## src/rtl/lptr_dir.sv

```systemverilog
`timescale 1ns/1ps
module lptr_dir #(
  parameter int NODES  = 16,
  parameter int BLOCKS = 8,
  parameter int PTRS   = 4,
  localparam int NW = $clog2(NODES),
  localparam int BW = (BLOCKS > 1) ? $clog2(BLOCKS) : 1,
  localparam int CW = $clog2(NODES + 1),
  localparam int PW = (PTRS > 1) ? $clog2(PTRS) : 1
) (
  input  logic          clk,
  input  logic          rst_n,
  input  logic          req_valid,
  output logic          req_ready,
  input  logic [2:0]    req_type,
  input  logic [NW-1:0] req_node,
  input  logic [BW-1:0] req_blk,
  input  logic [CW-1:0] req_cnt,
  output logic          rsp_valid,
  output logic [1:0]    rsp_type,
  output logic [NW-1:0] rsp_node,
  output logic [BW-1:0] rsp_blk,
  output logic          trap_valid,
  output logic          trap_write,
  output logic [NW-1:0] trap_node,
  output logic [BW-1:0] trap_blk
);
  localparam logic [1:0] S_RO = 2'd0, S_RW = 2'd1, S_RT = 2'd2, S_WT = 2'd3;
  localparam logic [2:0] M_RD = 3'd0, M_WR = 3'd1, M_REPM = 3'd2, M_UPD = 3'd3,
                         M_ACK = 3'd4, M_RES = 3'd5, M_SWW = 3'd6;
  localparam logic [1:0] R_RDATA = 2'd0, R_WDATA = 2'd1, R_INV = 2'd2, R_BUSY = 2'd3;

  logic [1:0]      st_q   [BLOCKS];
  logic [PTRS-1:0] vld_q  [BLOCKS];
  logic [NW-1:0]   ptr_q  [BLOCKS][PTRS];
  logic [CW-1:0]   cnt_q  [BLOCKS];
  logic [BLOCKS-1:0] tow_q, stall_q;

  logic [PTRS-1:0] pend_q;
  logic [NW-1:0]   pnode_q [PTRS];
  logic [BW-1:0]   pblk_q;

  logic [PTRS-1:0] cur_vld, is_me, others;
  logic [PW-1:0]   free_idx, pidx;
  logic            has_free;
  logic [CW-1:0]   n_oth;
  logic [NW-1:0]   owner;
  logic            is_req;

  assign req_ready = ~|pend_q;
  assign cur_vld   = vld_q[req_blk];
  assign owner     = ptr_q[req_blk][0];
  assign is_req    = (req_type == M_RD) || (req_type == M_WR);

  always_comb begin
    free_idx = '0;
    has_free = 1'b0;
    pidx     = '0;
    n_oth    = '0;
    for (int k = PTRS - 1; k >= 0; k--) begin
      if (!cur_vld[k]) begin
        free_idx = PW'(k);
        has_free = 1'b1;
      end
      if (pend_q[k]) pidx = PW'(k);
    end
    for (int k = 0; k < PTRS; k++) begin
      is_me[k]  = cur_vld[k] && (ptr_q[req_blk][k] == req_node);
      others[k] = cur_vld[k] && !is_me[k];
      n_oth     = n_oth + CW'(others[k]);
    end
  end

  always_ff @(posedge clk) begin
    if (!rst_n) begin
      for (int b = 0; b < BLOCKS; b++) begin
        st_q[b]  <= S_RO;
        vld_q[b] <= '0;
        cnt_q[b] <= '0;
        for (int k = 0; k < PTRS; k++) ptr_q[b][k] <= '0;
      end
      for (int k = 0; k < PTRS; k++) pnode_q[k] <= '0;
      tow_q      <= '0;
      stall_q    <= '0;
      pend_q     <= '0;
      pblk_q     <= '0;
      rsp_valid  <= 1'b0;
      rsp_type   <= '0;
      rsp_node   <= '0;
      rsp_blk    <= '0;
      trap_valid <= 1'b0;
      trap_write <= 1'b0;
      trap_node  <= '0;
      trap_blk   <= '0;
    end else begin
      rsp_valid  <= 1'b0;
      trap_valid <= 1'b0;
      if (|pend_q) begin
        rsp_valid    <= 1'b1;
        rsp_type     <= R_INV;
        rsp_node     <= pnode_q[pidx];
        rsp_blk      <= pblk_q;
        pend_q[pidx] <= 1'b0;
      end else if (req_valid) begin
        rsp_blk   <= req_blk;
        rsp_node  <= req_node;
        trap_blk  <= req_blk;
        trap_node <= req_node;
        if (req_type == M_RES) begin
          stall_q[req_blk] <= 1'b0;
        end else if (req_type == M_SWW) begin
          st_q[req_blk]      <= S_WT;
          vld_q[req_blk]     <= PTRS'(1);
          ptr_q[req_blk][0]  <= req_node;
          cnt_q[req_blk]     <= req_cnt;
          tow_q[req_blk]     <= 1'b0;
          stall_q[req_blk]   <= 1'b0;
        end else if (stall_q[req_blk]) begin
          if (is_req) begin
            rsp_valid <= 1'b1;
            rsp_type  <= R_BUSY;
          end
        end else begin
          case (st_q[req_blk])
            S_RO: begin
              if (req_type == M_RD) begin
                if (|is_me) begin
                  rsp_valid <= 1'b1;
                  rsp_type  <= R_RDATA;
                end else if (has_free) begin
                  vld_q[req_blk][free_idx] <= 1'b1;
                  ptr_q[req_blk][free_idx] <= req_node;
                  rsp_valid <= 1'b1;
                  rsp_type  <= R_RDATA;
                end else begin
                  trap_valid       <= 1'b1;
                  trap_write       <= 1'b0;
                  vld_q[req_blk]   <= '0;
                  tow_q[req_blk]   <= 1'b1;
                  stall_q[req_blk] <= 1'b1;
                end
              end else if (req_type == M_WR) begin
                if (tow_q[req_blk]) begin
                  trap_valid       <= 1'b1;
                  trap_write       <= 1'b1;
                  stall_q[req_blk] <= 1'b1;
                end else begin
                  vld_q[req_blk]    <= PTRS'(1);
                  ptr_q[req_blk][0] <= req_node;
                  if (others == '0) begin
                    st_q[req_blk] <= S_RW;
                    rsp_valid     <= 1'b1;
                    rsp_type      <= R_WDATA;
                  end else begin
                    st_q[req_blk]  <= S_WT;
                    cnt_q[req_blk] <= n_oth;
                    pend_q         <= others;
                    pblk_q         <= req_blk;
                    for (int k = 0; k < PTRS; k++) pnode_q[k] <= ptr_q[req_blk][k];
                  end
                end
              end
            end
            S_RW: begin
              if (is_req) begin
                rsp_valid <= 1'b1;
                if (req_node == owner) begin
                  rsp_type <= (req_type == M_RD) ? R_RDATA : R_WDATA;
                end else begin
                  rsp_type          <= R_INV;
                  rsp_node          <= owner;
                  ptr_q[req_blk][0] <= req_node;
                  cnt_q[req_blk]    <= CW'(1);
                  st_q[req_blk]     <= (req_type == M_RD) ? S_RT : S_WT;
                end
              end else if (req_type == M_REPM && req_node == owner) begin
                vld_q[req_blk] <= '0;
                st_q[req_blk]  <= S_RO;
              end
            end
            S_WT: begin
              if (is_req) begin
                rsp_valid <= 1'b1;
                rsp_type  <= R_BUSY;
              end else if (req_type == M_ACK && cnt_q[req_blk] > CW'(1)) begin
                cnt_q[req_blk] <= cnt_q[req_blk] - CW'(1);
              end else if (req_type == M_ACK || req_type == M_UPD) begin
                cnt_q[req_blk] <= '0;
                st_q[req_blk]  <= S_RW;
                rsp_valid      <= 1'b1;
                rsp_type       <= R_WDATA;
                rsp_node       <= owner;
              end
            end
            default: begin
              if (is_req) begin
                rsp_valid <= 1'b1;
                rsp_type  <= R_BUSY;
              end else if (req_type == M_ACK || req_type == M_UPD) begin
                cnt_q[req_blk] <= '0;
                vld_q[req_blk] <= PTRS'(1);
                st_q[req_blk]  <= S_RO;
                rsp_valid      <= 1'b1;
                rsp_type       <= R_RDATA;
                rsp_node       <= owner;
              end
            end
          endcase
        end
      end
    end
  end
endmodule

```

## config.mk

```make
export PLATFORM = sky130hd
export DESIGN_NAME = lptr_dir
export DESIGN_NICKNAME = d
export VERILOG_FILES = /design/src/rtl/lptr_dir.sv
export SDC_FILE = /design/constraint.sdc
export NUM_CORES = 1
export LEC_CHECK = 0
export BUFFER_PORTS_ARGS = -buffer_cell sky130_fd_sc_hd__buf_2
export CAP_MARGIN = 10
export CORE_MARGIN = 5
export CORE_UTILIZATION = 65
export DETAILED_ROUTE_END_ITERATION = 10
export GPL_TIMING_DRIVEN = 0
export PLACE_DENSITY = 0.84
export SETUP_SLACK_MARGIN = 0.5
export SYNTH_ARGS = -nofsm -noshare
export SYNTH_HDL_FRONTEND = slang
export SYNTH_SLANG_ARGS = --single-unit
```

## constraint.sdc

```tcl
create_clock -name clk -period 8.65 [get_ports clk]
set_input_delay 1.73 -clock clk [delete_from_list [all_inputs] [get_ports clk]]
set_output_delay 1.73 -clock clk [all_outputs]
set_load 0.02 [all_outputs]
```

==> flow_metrics.py, run 1 <==
metrics = {
    "status": {
        "status": "finished clean",
    },
    "global_routing": {
        "track_usage_pct": 34.8,
        "grt_pass1_wl_mm": 64.1,
        "grt_pass1_vias": 10800,
        "overflow": 0,
        "antenna_found_initial": 0,
        "grt_start_max_net_pins": 15,
    },
    "power_and_ir_drop": {
        "power_w": 0.00309,
        "peakVddDrop_mv": 0.187,
        "cellLeakagePower_nw": 5.90,
        "power_density_nw_per_um2": 199,
    },
    "die": {
        "io_pins": 38,
        "die_h_um": 157,
        "rows": 54,
        "start_util_pct": 65.3,
        "die_w_um": 157,
        "design.die.area_um2": 24800,
        "core_um2": 21600,
    },
    "final_layout": {
        "mostFrequentLayoutCell": "edfxtp_1",
        "fin_nets": 1324,
        "layout-drive-gt1-share_pct": 18.0,
        "final_cell_mix": "edfxtp_1, nor2_1, nand2_1, mux2i_1, clkbuf_1",
        "fill_cells": 1512,
        "area_growth_pct": 10.2,
    },
    "worst_setup_path": {
        "cp-startpoint": "req_blk[1]",
        "start_kind": "input port",
        "arrival_ns": 6.09,
        "timing.rr.start": "ptr_q[0][15]",
        "path_max_fanout": 10,
        "crit_path_end_kind": "flop",
        "crit_required_ns": 8.91,
        "critPathKind": "input port to flop",
    },
    "timing": {
        "slew_viol_final": 0,
        "period_minus_slack_ns": 5.82,
        "hold_violations": 0,
        "skew_ns": 0.0368,
        "rsz0062_at_grt": "false",
        "fmax_mhz": 172,
        "relSlewSlack_pct": 32.1,
        "finalSetupViolCount": 0,
        "post-route-period-util_pct": 67.3,
        "tightest_slew_ns": 0.993,
        "tns_ns": 0,
    },
    "synth": {
        "synth_edf_count": 232,
        "async_reset_ff_share_pct": 0,
        "syn_inst": 1238,
        "yosysWarnings": 0,
        "ys.flop_type": "edfxtp_1",
        "syn_area_per_cell_um2": 11.4,
        "synth_cell_type_count": 104,
        "syn_nets": 1262,
        "ys_ff_latch": 274,
        "yosysSeqAreaShare_pct": 55.3,
        "syn_area_um2": 14100,
    },
    "route": {
        "drcViolationCount": 0,
        "dr.pass1.iters": 6,
        "drtIter0Drc": 1953,
        "drt_wl_total_mm": 43.4,
        "final_antenna_net_count": 0,
        "vias_per_cell": 6.94,
        "wl_per_cell_um": 27.0,
        "dr_total_vias": 11100,
    },
    "cts": {
        "cts_resized": 0,
        "cts_buffers": 29,
        "postCtsSetupBuffers": 0,
        "cts_tree": "yes",
        "cts.sinks": 274,
        "postCtsHoldBufs": 0,
        "cts-root-buf": "clkbuf_16",
        "clockBufferDepth": 3,
        "clock_latency_ns": 0.57,
        "path_clk_slew_ns": 0.06,
        "htree_levels": 1,
    },
    "worst_hold_path": {
        "min_path_type": "flop to flop",
        "min_from": "trap_node[3]",
    },
    "place": {
        "place_congestion": 1.01,
        "port_buffers": 30,
        "place_hpwl_mm": 31.2,
    },
    "job": {
        "drv_cap": 0,
    },
}
## area by class of cell
cell class / instances / area [um2] / area share [%]
Clock inverter: 17 / 149 / 0.957
Clock buffer: 37 / 776 / 4.99
Inverter: 41 / 154 / 0.989
Tap cell: 280 / 350 / 2.25
Sequential cell: 274 / 7810 / 50.2
Multi-Input combinational cell: 834 / 5640 / 36.2
Timing Repair Buffer: 31 / 158 / 1.01
Antenna cell: 1 / 2.50 / 0.0161
Buffer: 89 / 526 / 3.38
## path summary, 6_finish.rpt
kind | to | slack [ns] | cells after the start
setup / recovery | cnt_q[7][0] | 2.83 | 16
setup reg to reg | ptr_q[1][15] | 4.07 | 10
hold reg to reg | trap_node[3] | 0.45 | 2
hold / removal | trap_node[3] | 0.45 | 2
## power by group
group / internal, W / leakage [nW] / total (W) / switching, W
Sequential: 0.00148 / 2.71 / 0.00149 / 0.0000154
Clock: 0.000695 / 0.450 / 0.00122 / 0.000528
Combinational: 0.000116 / 2.74 / 0.000379 / 0.000262
## Yosys cell counts (all sizes together), types with 5 or more instances
library cell	instances	area, um2
nand2b	17	106
or3	7	43.8
o31ai	5	56.3
a22o	10	87.6
and3	13	86.3
dfxtp	42	841
a221oi	7	80.1
nor2b	14	87.6
o22ai	18	119
ha	5	62.6
a31oi	8	62.6
o21ai	36	180
buf	40	342
o211ai	5	37.5
xnor2	12	105
mux2	12	135
clkbuf	49	184
mux2i	70	713
or2	8	50.1
nor2	204	778
nor3	55	338
a211oi	7	62.6
o21a	6	45.0
nand3	9	50.1
and2	23	144
edfxtp	232	6970
a21boi	7	52.6
nor3b	5	47.5
o221a	8	90.1
inv	39	146
a21oi	49	268
mux4	24	544
nand2	114	448
## flip-flops by register name (all words and copies together), names as in the netlist, named ones only
register	cells
rsp_blk	3
trap_write	1
pblk_q	3
trap_valid	1
cnt_q	40
trap_blk	3
trap_node	4
pend_q	4
st_q	16
rsp_node	4
rsp_valid	1
rsp_type	2
ptr_q	128
pnode_q	16
vld_q	32
## through the flow
stage,worst slack (ns),utilization (%),hold slack (ns),area (um2),cells
floorplan,3.21,-,0.434,14100,1238
global placement,1.84,67.6,0.438,14600,1548
detailed placement,2.51,67.7,0.445,14600,1549
CTS,3.05,71.9,0.453,15600,1603
global route,2.77,71.9,0.481,15600,1603
finish,2.83,72.0,0.454,15600,1604
## worst max-delay path: stages
cell	delay [ns]
buf_2	0.12
buf_6	0.16
nor2_1	0.71
a221oi_1	0.19
o22ai_1	0.56
xor2_1	0.39
or2_1	0.17
buf_4	0.18
nand2_1	0.16
fa_1	0.57
inv_1	0.04
ha_1	0.26
inv_1	0.05
nor2_1	0.04
a211oi_2	0.60
nor3_1	0.12
## logic make-up after synthesis
logic type / after synthesis / share of synthesized area (%)
compound gates: 214 / 11.5
buf+inv: 130 / 4.81
mux: 106 / 9.86
fa+ha+maj: 6 / 0.585
simple gates: 493 / 17.0
flops: 274 / 55.3
xor+xnor: 15 / 0.930
## per-layer routing
| layer | up-vias | track usage [%] | share of wire [%] |
|---|---|---|---|
| met1 | 5263 | 44.5 | 34 |
| met3 | 209 | 11.2 | 15 |
| met5 | - | 0 | 0 |
| li1 | 4672 | - | - |
| met4 | 0 | 17.0 | 6.1 |
| met2 | 993 | 54.3 | 45 |
Power figures use the tool's default switching activity.
==> run 2, diff against run 1 <==
--- a/config.mk
+++ b/config.mk
@@ -5,13 +5,14 @@
 export SDC_FILE = /design/constraint.sdc
 export NUM_CORES = 1
 export LEC_CHECK = 0
+export ABC_AREA = 1
 export BUFFER_PORTS_ARGS = -buffer_cell sky130_fd_sc_hd__buf_2
 export CAP_MARGIN = 10
 export CORE_MARGIN = 5
-export CORE_UTILIZATION = 65
+export CORE_UTILIZATION = 57
 export DETAILED_ROUTE_END_ITERATION = 10
 export GPL_TIMING_DRIVEN = 0
-export PLACE_DENSITY = 0.84
+export PLACE_DENSITY = 0.78
 export SETUP_SLACK_MARGIN = 0.5
 export SYNTH_ARGS = -nofsm -noshare
 export SYNTH_HDL_FRONTEND = slang
==> constraint.sdc (replaced) <==
create_clock -name clk -period 4.9 [get_ports clk]
set_input_delay 0.98 -clock clk [delete_from_list [all_inputs] [get_ports clk]]
set_output_delay 0.98 -clock clk [all_outputs]
set_load 0.02 [all_outputs]
==> run 2 against run 1 <==
Against the previous run:
- final cell count rose by 38%
- die area grew 14%
- synthesized area is 0.84% higher
- core utilization shrank 7.6 points
- critical path type unchanged
==> flow_metrics.py, run 2 <==
metrics = {
    "status": {
        "status": "finished clean",
    },
    "route": {
        "dr_total_vias": 12800,
        "top_layer": "met4",
        "dr.pass1.iters": 8,
        "wl_met3_mm": 5.75,
        "wl_met1_mm": 16.4,
        "drt_wl_total_mm": 44.3,
        "dr_wl_met2_mm": 20.2,
        "final_antenna_net_count": 0,
        "drcViolationCount": 0,
        "vias_per_cell": 5.80,
        "wl_per_cell_um": 20.1,
        "drtIter0Drc": 2148,
    },
    "global_routing": {
        "antenna_found_initial": 0,
        "overflow": 0,
        "grt_pass1_vias": 12100,
        "grt_pass1_wl_mm": 67.0,
        "track_usage_pct": 30.6,
        "grt_start_max_net_pins": 17,
    },
    "worst_setup_path": {
        "crit_path_end_kind": "flop",
        "critPathKind": "input port to flop",
        "reg2reg_to": "cnt_q[0][3]",
        "timing.rr.start": "cnt_q[4][0]",
        "start_kind": "input port",
        "cp-startpoint": "req_blk[1]",
        "crit_required_ns": 5.12,
        "worst_r2r_path_depth": 15,
        "ff2ff_setup_slack_ns": 1.33,
        "path_max_fanout": 10,
        "arrival_ns": 4.44,
    },
    "timing": {
        "post-route-period-util_pct": 86.2,
        "relSlewSlack_pct": 36.2,
        "fmax_mhz": 237,
        "slew_viol_final": 0,
        "timing.final.ws_setup_ns": 0.678,
        "tightest_slew_ns": 0.957,
        "skew_ns": 0.0221,
        "finalSetupViolCount": 0,
        "hold_violations": 0,
        "period_minus_slack_ns": 4.22,
        "rsz0062_at_grt": "false",
        "tns_ns": 0,
    },
    "synth": {
        "synth_edf_count": 232,
        "ys_ff_latch": 274,
        "synth_top_cell_by_area": "edfxtp_1",
        "synth_cell_type_count": 40,
        "syn_area_per_cell_um2": 7.91,
        "yosysWarnings": 0,
        "async_reset_ff_share_pct": 0,
        "syn_nets": 1825,
        "synth_top_area_share_pct": 48.9,
        "ys.flop_type": "edfxtp_1",
        "yosysSeqAreaShare_pct": 54.8,
        "synth_common_cells": "nand2_1, nor2_1, edfxtp_1",
        "ys_top_cells_by_area": "edfxtp_1, nand2_1, nor2_1",
        "syn_inst": 1801,
        "synth_most_common_cell": "nand2_1",
        "syn_area_um2": 14200,
    },
    "cts": {
        "postCtsHoldBufs": 0,
        "clock_latency_ns": 0.55,
        "clockBufferDepth": 3,
        "htree_levels": 1,
        "cts_tree": "yes",
        "cts.sinks": 274,
        "cts_buffers": 29,
        "cts-root-buf": "clkbuf_16",
        "path_clk_slew_ns": 0.06,
    },
    "final_layout": {
        "final_cell_mix": "nand2_1, nor2_1, edfxtp_1, inv_1, a21oi_1",
        "fin_area_um2": 15700,
        "largest_register_ffs": 128,
        "layout-drive-gt1-share_pct": 7.33,
        "top_register": "ptr_q",
        "fin_util_pct": 64.3,
        "fill_cells": 2063,
        "mostFrequentLayoutCell": "nand2_1",
        "fin_nets": 1886,
        "diodes": 0,
        "reg_top3": "ptr_q x128, cnt_q x40, vld_q x32",
        "area_growth_pct": 10.5,
    },
    "worst_hold_path": {
        "hold_end": "trap_write",
        "min_from": "trap_write",
        "holdPathStages": 2,
        "min_path_type": "flop to flop",
    },
    "power_and_ir_drop": {
        "cellLeakagePower_nw": 7.21,
        "power_w": 0.00537,
        "power_density_nw_per_um2": 341,
        "peakVddDrop_mv": 0.261,
    },
    "job": {
        "drv_cap": 0,
    },
    "die": {
        "io_pins": 38,
        "start_util_pct": 58.2,
        "core_um2": 24500,
        "die_h_um": 168,
        "design.die.area_um2": 28200,
        "rows": 57,
        "die_w_um": 168,
    },
    "place": {
        "placed_area_um2": 14800,
        "pre_cts_ws_ns": -0.0416,
        "place_congestion": 0.956,
        "port_buffers": 29,
        "place_hpwl_mm": 31.4,
    },
}
## run 2: cell types whose count changed after synthesis, sizes merged, moves of 20 or more
cell	previous run	this run
o21ai	36	69
nor2	204	277
nand4	2	24
and2	23	0
nor3	55	20
mux4	24	0
mux2i	70	0
inv	39	149
nand2	114	726
a21oi	49	69
nand3	9	69
## run 2: power breakdown
part | internal [W] | switching, W
Sequential | 0.00261 | 0.0000275
Combinational | 0.000148 | 0.000466
Clock | 0.00124 | 0.000882
Total | 0.00399 | 0.00138
## run 2: cell type report
type	instances	area (um2)	area share, %
multi-input combinational	1296	5490	34.9
sequential	274	7810	49.6
clock buffer	37	756	4.80
tap	324	405	2.58
inverter	151	569	3.62
clock inverter	15	144	0.914
timing repair buffer	30	165	1.05
buffer	80	402	2.55
## run 2: worst max path at each step
stage / cells past startpoint / endpoint / slack [ns]
global placement: 21 / cnt_q[6][1] / -0.02
global route: 19 / cnt_q[0][3] / 0.49
finish: 20 / cnt_q[0][3] / 0.68
CTS: 22 / cnt_q[6][1] / 0.51
detailed placement: 22 / cnt_q[6][1] / -0.04
floorplan: 22 / cnt_q[0][1] / 1.09
## run 2: through the flow
step	cells	hold slack [ns]
3_3_place_gp	2154	0.448
2_1_floorplan	1801	0.425
4_1_cts	2206	0.460
5_1_grt	2207	0.484
3_5_place_dp	2154	0.451
6_report	2207	0.458
## run 2: kinds of logic (layout without fill, tap and decap cells)
kind of cell	count (synthesis)	in the layout	share of synthesized area (%)
adder cells (fa/ha/maj)	6	6	0.580
buffers and inverters	231	313	6.63
XOR/XNOR	3	3	0.185
flip-flops	274	274	54.8
AO/OA/AOI/OAI	163	163	6.11
AND/OR/NAND/NOR	1124	1124	31.7
## run 2: critical path, stage by stage
cell	delay (ns)
buf_4	0.16
inv_1	0.23
clkbuf_4	0.32
clkbuf_4	0.30
nand2_1	0.07
nand2_1	0.06
nand2_1	0.05
nand2_1	0.18
inv_1	0.08
nand2_1	0.06
nand2_1	0.05
nor2_1	0.15
nand2_1	0.10
nand2_1	0.13
ha_1	0.20
nand3_2	0.19
nand3_1	0.21
nand4_2	0.35
nand2_1	0.33
nand2_1	0.21
## run 2: layer usage
layer | vias to the layer above | GRT usage [%]
met2 | 840 | 49.6
li1 | 5930 | -
met3 | 150 | 6.57
met4 | 0 | 12.5
met5 | - | 0
met1 | 5881 | 40.5
## run 2: timing repair
item | CTS | global route
buffers inserted | 0 | 1
gates resized for setup | 0 | 14
endpoints found under the setup margin | 0 | 180
